==> src/rtl/march_pkg.sv <==
package march_pkg;

    typedef enum logic [2:0] {
        PH_IDLE   = 3'd0,
        PH_FILL1  = 3'd1,
        PH_SCAN1  = 3'd2,
        PH_FILL0  = 3'd3,
        PH_SCAN0  = 3'd4,
        PH_FINISH = 3'd5,
        PH_HOLD   = 3'd6
    } phase_e;

    // Tag travelling alongside a read that is in flight to the RAM
    typedef struct packed {
        logic live;
        logic ones;
    } rd_tag_t;

    function automatic logic ph_writes(phase_e p);
        return (p == PH_FILL1) || (p == PH_FILL0);
    endfunction

    function automatic logic ph_reads(phase_e p);
        return (p == PH_SCAN1) || (p == PH_SCAN0);
    endfunction

    function automatic logic ph_sweeps(phase_e p);
        return ph_writes(p) || ph_reads(p);
    endfunction

    function automatic logic ph_ones(phase_e p);
        return (p == PH_FILL1) || (p == PH_SCAN1);
    endfunction

    function automatic phase_e ph_after(phase_e p);
        case (p)
            PH_FILL1: return PH_SCAN1;
            PH_SCAN1: return PH_FILL0;
            PH_FILL0: return PH_SCAN0;
            PH_SCAN0: return PH_FINISH;
            default:  return PH_IDLE;
        endcase
    endfunction

endpackage

==> src/rtl/march_addr_ctr.sv <==
module march_addr_ctr #(
    parameter int AW = 7
) (
    input  logic          clk,
    input  logic          rst,
    input  logic          step,
    output logic [AW-1:0] addr,
    output logic          at_end
);
    localparam logic [AW-1:0] ONE = AW'(1);

    always_ff @(posedge clk) begin
        if (rst)
            addr <= '0;
        else if (step)
            addr <= addr + ONE;   // wraps to zero after the top word
    end

    assign at_end = &addr;

endmodule

==> src/rtl/march_resp_chk.sv <==
module march_resp_chk
    import march_pkg::*;
#(
    parameter int DW = 8,
    parameter int AW = 7
) (
    input  logic          clk,
    input  logic          rst,
    input  logic          issue,
    input  logic          issue_ones,
    input  logic [AW-1:0] issue_addr,
    input  logic [DW-1:0] rdata,
    output logic          pending,
    output logic          mismatch,
    output logic [AW-1:0] bad_addr
);
    rd_tag_t       tag_q;
    logic [AW-1:0] addr_q;
    logic [DW-1:0] expect_w;

    assign expect_w = {DW{tag_q.ones}};
    assign mismatch = tag_q.live && (rdata != expect_w);
    assign pending  = tag_q.live;
    assign bad_addr = addr_q;

    always_ff @(posedge clk) begin
        if (rst) begin
            tag_q  <= '{live: 1'b0, ones: 1'b0};
            addr_q <= '0;
        end else begin
            // a read issued while a failure is being flagged is dropped
            tag_q.live <= issue && !mismatch;
            tag_q.ones <= issue_ones;
            addr_q     <= issue_addr;
        end
    end

endmodule

==> src/rtl/march_fsm.sv <==
module march_fsm
    import march_pkg::*;
(
    input  logic   clk,
    input  logic   rst,
    input  logic   start,
    input  logic   resume,
    input  logic   at_end,
    input  logic   pending,
    input  logic   mismatch,
    output phase_e phase,
    output logic   step,
    output logic   done,
    output logic   busy
);
    phase_e ph_q, ph_d, park_q;

    always_comb begin
        ph_d = ph_q;
        if (mismatch) begin
            ph_d = PH_HOLD;
        end else begin
            case (ph_q)
                PH_IDLE:   if (start) ph_d = PH_FILL1;
                PH_FILL1,
                PH_SCAN1,
                PH_FILL0,
                PH_SCAN0:  if (at_end) ph_d = ph_after(ph_q);
                PH_FINISH: if (!pending) ph_d = PH_IDLE;
                PH_HOLD:   if (resume) ph_d = park_q;
                default:   ph_d = PH_IDLE;
            endcase
        end
    end

    always_ff @(posedge clk) begin
        if (rst) begin
            ph_q   <= PH_IDLE;
            park_q <= PH_IDLE;
        end else begin
            ph_q <= ph_d;
            if (mismatch)
                park_q <= ph_q;
        end
    end

    assign phase = ph_q;
    assign step  = ph_sweeps(ph_q) && !mismatch;
    assign done  = (ph_q == PH_FINISH) && !pending;
    assign busy  = (ph_q != PH_IDLE) && !done;

endmodule

==> src/rtl/march_fault_reg.sv <==
module march_fault_reg #(
    parameter int RW = 4,
    parameter int CW = 3
) (
    input  logic            clk,
    input  logic            rst,
    input  logic            capture,
    input  logic            drop,
    input  logic [RW+CW-1:0] bad_addr,
    output logic            flag,
    output logic [RW-1:0]   row,
    output logic [CW-1:0]   col
);
    always_ff @(posedge clk) begin
        if (rst) begin
            flag <= 1'b0;
            row  <= '0;
            col  <= '0;
        end else if (capture) begin
            flag <= 1'b1;
            row  <= bad_addr[RW+CW-1:CW];
            col  <= bad_addr[CW-1:0];
        end else if (drop) begin
            flag <= 1'b0;
        end
    end

endmodule

==> src/rtl/march_bist.sv <==
module march_bist
    import march_pkg::*;
#(
    parameter int ROW_W  = 4,
    parameter int COL_W  = 3,
    parameter int DATA_W = 8
) (
    input  logic                   clk,
    input  logic                   rst,
    input  logic                   start,
    input  logic                   resume,
    output logic                   mem_we,
    output logic                   mem_re,
    output logic [ROW_W+COL_W-1:0] mem_addr,
    output logic [DATA_W-1:0]      mem_wdata,
    input  logic [DATA_W-1:0]      mem_rdata,
    output logic                   test_done,
    output logic                   test_busy,
    output logic                   fault_hit,
    output logic [ROW_W-1:0]       fault_row,
    output logic [COL_W-1:0]       fault_col
);
    localparam int AW = ROW_W + COL_W;

    phase_e        phase;
    logic          step, at_end, pending, mismatch;
    logic [AW-1:0] addr, bad_addr;

    march_fsm u_fsm (
        .clk      (clk),
        .rst      (rst),
        .start    (start),
        .resume   (resume),
        .at_end   (at_end),
        .pending  (pending),
        .mismatch (mismatch),
        .phase    (phase),
        .step     (step),
        .done     (test_done),
        .busy     (test_busy)
    );

    march_addr_ctr #(.AW(AW)) u_addr (
        .clk    (clk),
        .rst    (rst),
        .step   (step),
        .addr   (addr),
        .at_end (at_end)
    );

    march_resp_chk #(.DW(DATA_W), .AW(AW)) u_cmp (
        .clk        (clk),
        .rst        (rst),
        .issue      (mem_re),
        .issue_ones (ph_ones(phase)),
        .issue_addr (addr),
        .rdata      (mem_rdata),
        .pending    (pending),
        .mismatch   (mismatch),
        .bad_addr   (bad_addr)
    );

    march_fault_reg #(.RW(ROW_W), .CW(COL_W)) u_flt (
        .clk      (clk),
        .rst      (rst),
        .capture  (mismatch),
        .drop     ((phase == PH_HOLD) && resume),
        .bad_addr (bad_addr),
        .flag     (fault_hit),
        .row      (fault_row),
        .col      (fault_col)
    );

    assign mem_we    = ph_writes(phase);
    assign mem_re    = ph_reads(phase);
    assign mem_addr  = addr;
    assign mem_wdata = {DATA_W{phase == PH_FILL1}};

endmodule

==> config.mk <==
export PLATFORM = sky130hd
export DESIGN_NAME = march_bist
export DESIGN_NICKNAME = d
export VERILOG_FILES = /design/src/rtl/march_pkg.sv /design/src/rtl/march_addr_ctr.sv /design/src/rtl/march_resp_chk.sv /design/src/rtl/march_fsm.sv /design/src/rtl/march_fault_reg.sv /design/src/rtl/march_bist.sv
export SDC_FILE = /design/constraint.sdc
export NUM_CORES = 1
export LEC_CHECK = 0
export BUFFER_PORTS_ARGS = -buffer_cell sky130_fd_sc_hd__buf_2
export CELL_PAD_IN_SITES_DETAIL_PLACEMENT = 1
export CELL_PAD_IN_SITES_GLOBAL_PLACEMENT = 1
export CORE_MARGIN = 4
export CORE_UTILIZATION = 38
export CTS_CLUSTER_DIAMETER = 40
export DETAILED_ROUTE_END_ITERATION = 7
export PLACE_DENSITY = 0.79
export SYNTH_ARGS = -nofsm -noshare
export SYNTH_HDL_FRONTEND = slang
export SYNTH_SLANG_ARGS = --single-unit
==> constraint.sdc <==
create_clock -name clk -period 2.1 [get_ports clk]
set_clock_uncertainty 0.2 [all_clocks]
set_input_delay 0.315 -clock clk [delete_from_list [all_inputs] [get_ports clk]]
set_output_delay 0.315 -clock clk [all_outputs]
set_load 0.01 [all_outputs]
# [After elaboration in Yosys (flattened, before gate mapping)]
# Cells that the tools add are included.
[word_totals] ff_bits=30 input_bits=12 output_inout_bits=27 wordCells=56
[op_classes] n_addsub=1 n_eq_ne=15 n_mux=9 reduce_logical=21
[op_table] cell="case mux 3 bit (4 select lines)" n=2
[op_table] cell="2-to-1 mux 3 bit" n=5
[op_table] cell="!= test 3 x 2 -> 1 bit (second input constant)" n=4
[op_table] cell="equality test 3 bit (second input constant)" n=3
[op_table] cell="!= test 2 bit (second input constant)" n=4
[op_table] cell="!= test 8 bit" n=1
[op_table] cell="AND reduction 4 bit" n=2
[op_table] cell="adder 7 x 1 -> 7 bit (second input constant)" n=1
[op_table] cell="AND reduction 7 bit" n=1
[op_table] cell="equality test 3 x 2 -> 1 bit (second input constant)" n=2
[op_table] cell="logical AND 1 bit" n=6
[op_table] cell="logical OR 1 bit" n=4
[op_table] cell="OR reduction 4 bit" n=1
[op_table] cell="equality test 3 x 1 -> 1 bit (second input constant)" n=1
[op_table] cell="zero test 1 bit" n=3
[op_table] cell="zero test 3 bit" n=1
[op_table] cell="nonzero test 3 bit" n=1
[op_table] cell="2-to-1 mux 1 bit" n=2
[op_table] cell="nonzero test 2 bit" n=1
[op_table] cell="OR reduction 2 bit" n=1

# [Logic depth before layout (Yosys ltp)]
# Gate-level depths: netlist of run 1.
[logic_depth] ltp_word=5 ltp_mapped=6 ltp_nobuf=5

# [By module]
# Synthesis of run 1 repeated with hierarchy kept, for this count alone.
[unflattened] hier_cells=160 hier_area_um2=1432.6
[modules_own_cells] mod="march_fsm" n_inst=1 cells_per_inst=58 area_each_um2=445.4 seq_area_each_um2=120.1
[modules_own_cells] mod="march_addr_ctr" n_inst=1 cells_per_inst=33 area_each_um2=299.0 seq_area_each_um2=140.1
[modules_own_cells] mod="march_resp_chk" n_inst=1 cells_per_inst=28 area_each_um2=297.8 seq_area_each_um2=180.2
[modules_own_cells] mod="march_fault_reg" n_inst=1 cells_per_inst=27 area_each_um2=286.5 seq_area_each_um2=160.2
[modules_own_cells] mod="march_bist" n_inst=1 cells_per_inst=14 area_each_um2=103.8 seq_area_each_um2=0.0

# [Least setup slack after synthesis of run 1]
# Ideal clock, no wire load.
[synth_timing] path_type="reg2out" startpoint="register u_fsm.ph_q[1] (netlist: u_fsm.phase[1])" endpoint="output mem_wdata[1]" arrival_time_ns=1.485 t_required_ns=1.585 setup_slack_ns=0.100 stages_incl_launch_ff=4 path_buffers=2 cell_sequence="dfxtp_1 -> buf_1 -> nor3_1 -> buf_4"
[synth_between] elab_chain_len=1
[synth_lines] element="start, declared" line_no="march_fsm.sv:16" text="phase_e ph_q, ph_d, park_q;"
[synth_lines] element="start signal, assigned" line_no="march_fsm.sv:41" text="ph_q <= ph_d;"
[synth_lines] element="equality test 3 x 1 -> 1 bit" line_no="march_bist.sv:77" text="assign mem_wdata = {DATA_W{phase == PH_FILL1}};"
[synth_lines] element="end, declared" line_no="march_bist.sv:15" text="output logic [DATA_W-1:0] mem_wdata,"
# Every way passes these cells.

# [Final worst setup path of run 1]
[layout_timing] startpoint="register u_fsm.ph_q[0] (netlist: u_fsm.phase[0])" endpoint="output mem_wdata[3]"
# The elaborated chain is that of the path after synthesis.

==> results of run 1 <==
## final cells by class
class / instances / area share
clock buffers: 5 / 0.0362
flip-flops and latches: 30 / 0.316
inverters: 3 / 0.00592
clock inverters: 2 / 0.00527
multi-input cells: 131 / 0.448
well taps: 50 / 0.0329
repair buffers: 52 / 0.155
## registers in the layout, indices dropped and copies added (netlist names)
name / count
u_addr.addr: 7
u_cmp.bad_addr: 7
u_flt.row: 4
u_flt.col: 3
u_fsm.park_q: 3
u_fsm.phase: 3
u_cmp.expect_w: 1
u_cmp.pending: 1
u_flt.flag: 1
## cells by family (layout without fill, tap and decap cells)
kind of cell               Yosys count  count (layout)
and+or+nand+nor                     88              88
muxes                                1               1
buffers and inverters               24              62
xor gates and xnor gates             2               2
DFF                                 30              30
AOI/OAI and AO/OA                   39              39
adders and majority gates            1               1
## worst paths after layout
check / startpoint / end / slack, ps / depth (start not counted)
max: u_fsm.phase[0] / mem_wdata[3] / 160 / 5
min: rst / u_cmp.expect_w[0] / 150 / 2
max reg2reg: u_fsm.phase[1] / u_addr.addr[1] / 210 / 5
min reg2reg: u_flt.flag / u_flt.flag / 260 / 2
## placed cells by master, fill, tap and decap left out, drive strengths merged, types with 2 or more instances in the layout
master / count
buf: 52
a311oi: 2
o21ai: 19
a2111o: 3
xnor2: 2
or3: 2
or2: 2
a311o: 2
nor2b: 13
a31oi: 3
inv: 3
clkinv: 2
nor4: 5
nand3: 13
dfxtp: 30
a221o: 2
nand4b: 10
and3: 7
nand2b: 10
and2: 2
nor3: 7
clkbuf: 5
nor2: 7
a21oi: 3
and4: 3
nand2: 5
## critical path: stages (launching register included)
cell                      delay (ps)
sky130_fd_sc_hd__dfxtp_1         360
sky130_fd_sc_hd__buf_4           210
sky130_fd_sc_hd__inv_1           130
sky130_fd_sc_hd__nor3_2          150
sky130_fd_sc_hd__buf_4           170
sky130_fd_sc_hd__buf_2           130
## per-layer routing
layer	GRT usage	part of all wire	up-vias
met2	0.299	0.49	29
met4	0.0564	0.010	0
met3	0.0388	0.033	7
met5	0	0	-
li1	-	-	754
met1	0.217	0.46	704
## stage by stage
stage	util	hold slack, ps	std cells	power, mW
final	0.475	148	273	1.83
after CTS	0.474	145	273	1.85
after global routing	0.475	174	273	1.96
after global placement	0.454	250	266	1.39
after floorplan	-	203	185	1.21
after detailed placement	0.454	255	266	1.41
## power by group through the flow
stage	Clock, mW	Combinational [mW]	Sequential (mW)
global route	0.470	0.795	0.690
floorplan	0	0.520	0.695
CTS	0.443	0.723	0.680
detailed placement	0	0.719	0.692
finish	0.434	0.717	0.680
global placement	0	0.705	0.689
==> flow_metrics.env, run 1 <==
export IMPL_clockBufferDepth=2
export IMPL_yosys_area_top_type="sky130_fd_sc_hd__dfxtp_1"
export IMPL_clkLatencyLatePin_ps=280
export IMPL_design_die_area_um2=5210
export IMPL_grt_setup_unrepaired="no"
export IMPL_syn_nets=198
export IMPL_firstDrtPassIters=4
export IMPL_postSynthRegisterBits=30
export IMPL_routed_via_count=1494
export IMPL_synth_yosys_warnings=0
export IMPL_wirelength_mm=4.23
export IMPL_core_um2=4000
export IMPL_cts_post_setup_buffers_inserted=0
export IMPL_power_share_switching=0.369
export IMPL_muxShareOfSynthArea=0.00719
export IMPL_detail_route_iter0_violations=114
export IMPL_seq_area_um2=601
export IMPL_clock_sinks=30
export IMPL_endpoint_kind="output port"
export IMPL_routabilityCongestion=0.851
export IMPL_design_final_nets=236
export IMPL_synth_enable_flop_cells=0
export IMPL_remaining_drc_errors=0
export IMPL_cap_violations=0
export IMPL_path_class="reg -> out"
export IMPL_switchingPower_uw=676
export IMPL_setup_tns_ps=0
export IMPL_synthAdderAreaFrac=0.00799
export IMPL_synth_common_cells="30 x sky130_fd_sc_hd__dfxtp_1, 19 x sky130_fd_sc_hd__o21ai_0, 13 x sky130_fd_sc_hd__nand3_1, 13 x sky130_fd_sc_hd__nor2b_1"
export IMPL_ys_flop_type="sky130_fd_sc_hd__dfxtp_1"
export IMPL_power_leakage_nw=0.819
export IMPL_critPathArrivalTime_ps=1430
export IMPL_synth_simple_gate_area_frac=0.344
export IMPL_worst_slew_pin_transition_ps=364
export IMPL_boundaryPins=39
export IMPL_multiInputGateArea_um2=852
export IMPL_dieWidth_um=72.2
export IMPL_numCtsBuffers=5
export IMPL_vdd_ir_drop_max_v=0.000605
export IMPL_dp_hpwl_mm=3.17
export IMPL_yosysSeqAreaShare=0.383
export IMPL_number_of_unique_standard_cell_types_used_by_synthesis=39
export IMPL_fmax_ghz=0.515
export IMPL_grt_first_pass_wirelength_mm=7.25
export IMPL_pwr_density_cell_nw_per_um2=963
export IMPL_final_max_slew_viol_count=0
export IMPL_layout_setup_ws_ps=158
export IMPL_hp_class="in -> reg"
export IMPL_area_growth_synth_to_final_pct=21.3
export IMPL_synth_compound_gate_area_share=0.166
export IMPL_dominant_combinational_cell_family_by_area_after_synthesis="simple AND/OR/NAND/NOR gates"
export IMPL_post_placement_setup_slack_ps=89.5
export IMPL_synth_async_sr_flop_share=0
export IMPL_vias_per_cell=5.47
export IMPL_yosys_cell_count_top_type="sky130_fd_sc_hd__dfxtp_1"
export IMPL_fillerInstances=491
export IMPL_root_buffer="sky130_fd_sc_hd__clkbuf_8"
export IMPL_final_area_um2=1900
export IMPL_h_tree_lvl_count=2
export IMPL_timing_final_setup_violations=0
export IMPL_critPathMaxFanout=13
export IMPL_power_share_clock=0.237
export IMPL_synthesis_area_per_instance_um2=8.47
export IMPL_timing_max_slew_rel_slack=0.755
export IMPL_floorplan_initialDensity=0.392
export IMPL_p_comb_frac=0.392
export IMPL_timing_critical_path_required_ps=1580
export IMPL_core_rowCount=23
export IMPL_layout_drive_gt1_share=0.296
export IMPL_cell_internal_pwr_mw=1.15
export IMPL_timing_hold_violations_final=0
export IMPL_drt_antenna_net_count=0
export IMPL_post_cts_hold_buffer_count=0
export IMPL_grt_util_all_layers=0.175
export IMPL_dieHeight_um=72.2
export IMPL_tritoncts="yes"
export IMPL_io_buffers=38
export IMPL_result_of_the_run="finished, final reports clean"
export IMPL_antennaDiodeCount=0
export IMPL_power_frac_seq=0.371
export IMPL_cts_resized=0
export IMPL_number_of_antenna_violations_at_the_first_check_in_global_routing=0
export IMPL_wire_per_inst_um=15.5
export IMPL_post_synth_instance_area_um2=1570
export IMPL_synth_top_area_share=0.383
export IMPL_placedInstanceArea_um2=1820
export IMPL_synthXorXnorAreaFrac=0.0112
export IMPL_grt_overflow=0
export IMPL_critPathLaunchType="flop"
export IMPL_post_route_min_period_ps=1940
export IMPL_pin_count_of_the_biggest_net_entering_global_routing=21
export IMPL_final_cycle_share=0.925
export IMPL_vias_in_the_first_global_route=1547
export IMPL_post_synth_inst_count=185
export IMPL_yosys_top_cells_area="sky130_fd_sc_hd__dfxtp_1 38%, sky130_fd_sc_hd__o21ai_0 6.1%, sky130_fd_sc_hd__nand4b_1 5.6%"
export IMPL_worst_setup_hold_path_clk_slew_ps=60
(Power assumes the default switching activity.)
==> inputs of run 2 (changes only) <==
--- a/config.mk
+++ b/config.mk
@@ -8,7 +8,6 @@
 export BUFFER_PORTS_ARGS = -buffer_cell sky130_fd_sc_hd__buf_2
 export CELL_PAD_IN_SITES_DETAIL_PLACEMENT = 1
 export CELL_PAD_IN_SITES_GLOBAL_PLACEMENT = 1
-export CORE_MARGIN = 4
 export CORE_UTILIZATION = 38
 export CTS_CLUSTER_DIAMETER = 40
 export DETAILED_ROUTE_END_ITERATION = 7
==> flow_metrics.env, run 2 (synthesized netlist as in run 1, its figures left out) <==
export IMPL_result_of_the_run="finished, final reports clean"
export IMPL_grt_util_all_layers=0.217
export IMPL_boundaryPins=39
export IMPL_final_cycle_share=0.963
export IMPL_slowest_delay_ps=370
export IMPL_dieWidth_um=66.2
export IMPL_detail_route_iter0_violations=85
export IMPL_floorplan_initialDensity=0.412
export IMPL_layout_drive_gt1_share=0.281
export IMPL_post_route_min_period_ps=2020
export IMPL_fillerInstances=473
export IMPL_number_of_antenna_violations_at_the_first_check_in_global_routing=0
export IMPL_wl_met1_mm=1.97
export IMPL_critPathArrivalTime_ps=2000
export IMPL_met3RoutedLength_um=202
export IMPL_path_class="reg -> reg"
export IMPL_fmax_ghz=0.494
export IMPL_dp_hpwl_mm=3.18
export IMPL_cts_post_setup_buffers_inserted=0
export IMPL_timing_final_setup_violations=0
export IMPL_io_buffers=38
export IMPL_post_placement_setup_slack_ps=156
export IMPL_vias_in_the_first_global_route=1547
export IMPL_post_cts_hold_buffer_count=0
export IMPL_worst_setup_hold_path_clk_slew_ps=70
export IMPL_top_layer="met4"
export IMPL_layout_cells_most_common_list="38 x sky130_fd_sc_hd__buf_2, 30 x sky130_fd_sc_hd__dfxtp_1, 19 x sky130_fd_sc_hd__o21ai_0"
export IMPL_worst_path_buf_inv=1
export IMPL_drt_antenna_net_count=0
export IMPL_final_max_slew_viol_count=0
export IMPL_firstDrtPassIters=4
export IMPL_setup_tns_ps=0
export IMPL_grt_setup_unrepaired="no"
export IMPL_path_cells="o21ai_0, nand2_1, buf_4, a21oi_1, mux2_2"
export IMPL_antennaDiodeCount=0
export IMPL_wire_per_inst_um=16.2
export IMPL_grt_first_pass_wirelength_mm=7.16
export IMPL_layout_setup_ws_ps=76.9
export IMPL_pin_count_of_the_biggest_net_entering_global_routing=20
export IMPL_design_final_nets=233
export IMPL_cts_resized=0
export IMPL_h_tree_lvl_count=2
export IMPL_vdd_ir_drop_max_v=0.000598
export IMPL_dieHeight_um=66.2
export IMPL_clockBufferDepth=2
export IMPL_cell_with_the_largest_stage_delay_on_the_worst_path="sky130_fd_sc_hd__mux2_2"
export IMPL_clock_sinks=30
export IMPL_mostFrequentLayoutCell="sky130_fd_sc_hd__buf_2"
export IMPL_vias_per_cell=5.64
export IMPL_root_buffer="sky130_fd_sc_hd__clkbuf_8"
export IMPL_numPlacedInstances=261
export IMPL_core_um2=3800
export IMPL_core_rowCount=22
export IMPL_routed_via_count=1517
export IMPL_pwr_density_cell_nw_per_um2=1000
export IMPL_path_delay_family="compound AO/OA/AOI/OAI gates"
export IMPL_worst_slew_pin_transition_ps=426
export IMPL_critPathLaunchType="flop"
export IMPL_tritoncts="yes"
export IMPL_power_leakage_nw=0.804
export IMPL_clkLatencyLatePin_ps=280
export IMPL_routabilityCongestion=0.862
export IMPL_area_growth_synth_to_final_pct=20.0
export IMPL_hp_class="in -> reg"
export IMPL_finalNonFillerCells=269
export IMPL_critPathMaxFanout=8
export IMPL_timing_max_slew_rel_slack=0.716
export IMPL_worst_hold_slack_ps=118
export IMPL_remaining_drc_errors=0
export IMPL_grt_overflow=0
export IMPL_timing_critical_path_required_ps=2070
export IMPL_numCtsBuffers=5
export IMPL_route_met2_wl_mm=2.09
export IMPL_wirelength_mm=4.35
export IMPL_cap_violations=0
export IMPL_design_die_area_um2=4380
export IMPL_timing_hold_violations_final=0
export IMPL_endpoint_kind="flop"
-- run 2: metal layers --
| layer | GRT usage | vias up |
|---|---|---|
| li1 | - | 742 |
| met1 | 0.268 | 718 |
| met2 | 0.365 | 48 |
| met3 | 0.0414 | 9 |
| met4 | 0.0931 | 0 |
| met5 | 0 | - |
-- run 2: final timing paths --
| check | startpoint | end | depth (start not counted) | slack [ps] |
|---|---|---|---|---|
| min | rst | u_cmp.expect_w[0] | 2 | 120 |
| min reg2reg | u_flt.flag | u_flt.flag | 2 | 260 |
| max reg2reg | u_fsm.phase[1] | u_addr.addr[1] | 5 | 80 |
| max | u_fsm.phase[1] | u_addr.addr[1] | 5 | 80 |
-- run 2: layout make-up --
cell class                      instances  area, um^2  share of cell area
Timing Repair Buffer                   49         273               0.145
Clock buffer                            6        82.6              0.0439
Inverter                                3        11.3             0.00599
Clock inverter                          2        12.5             0.00665
Multi-Input combinational cell        131         841               0.447
Sequential cell                        30         601               0.319
Tap cell                               48        60.1              0.0319
-- run 2: per-stage QoR --
step,total power [mW],instance area (um^2),util
final,1.89,1880,0.495
after global routing,1.99,1880,0.495
after CTS,1.91,1880,0.495
after detailed placement,1.40,1790,0.470
after global placement,1.37,1790,0.470
after floorplan,1.21,1570,-
-- run 2: worst register-to-register path, cell delays in order (launching register included) --
cell and delay [ps]:
sky130_fd_sc_hd__dfxtp_1 320, sky130_fd_sc_hd__o21ai_0 350, sky130_fd_sc_hd__nand2_1 280, sky130_fd_sc_hd__buf_4 230, sky130_fd_sc_hd__a21oi_1 170, sky130_fd_sc_hd__mux2_2 370
-- run 2: where the power goes --
part	internal, mW	total, mW	switching (mW)	leakage [nW]
sequential	0.632	0.679	0.0466	0.243
clock	0.263	0.493	0.230	0.0472
combinational	0.288	0.713	0.425	0.514
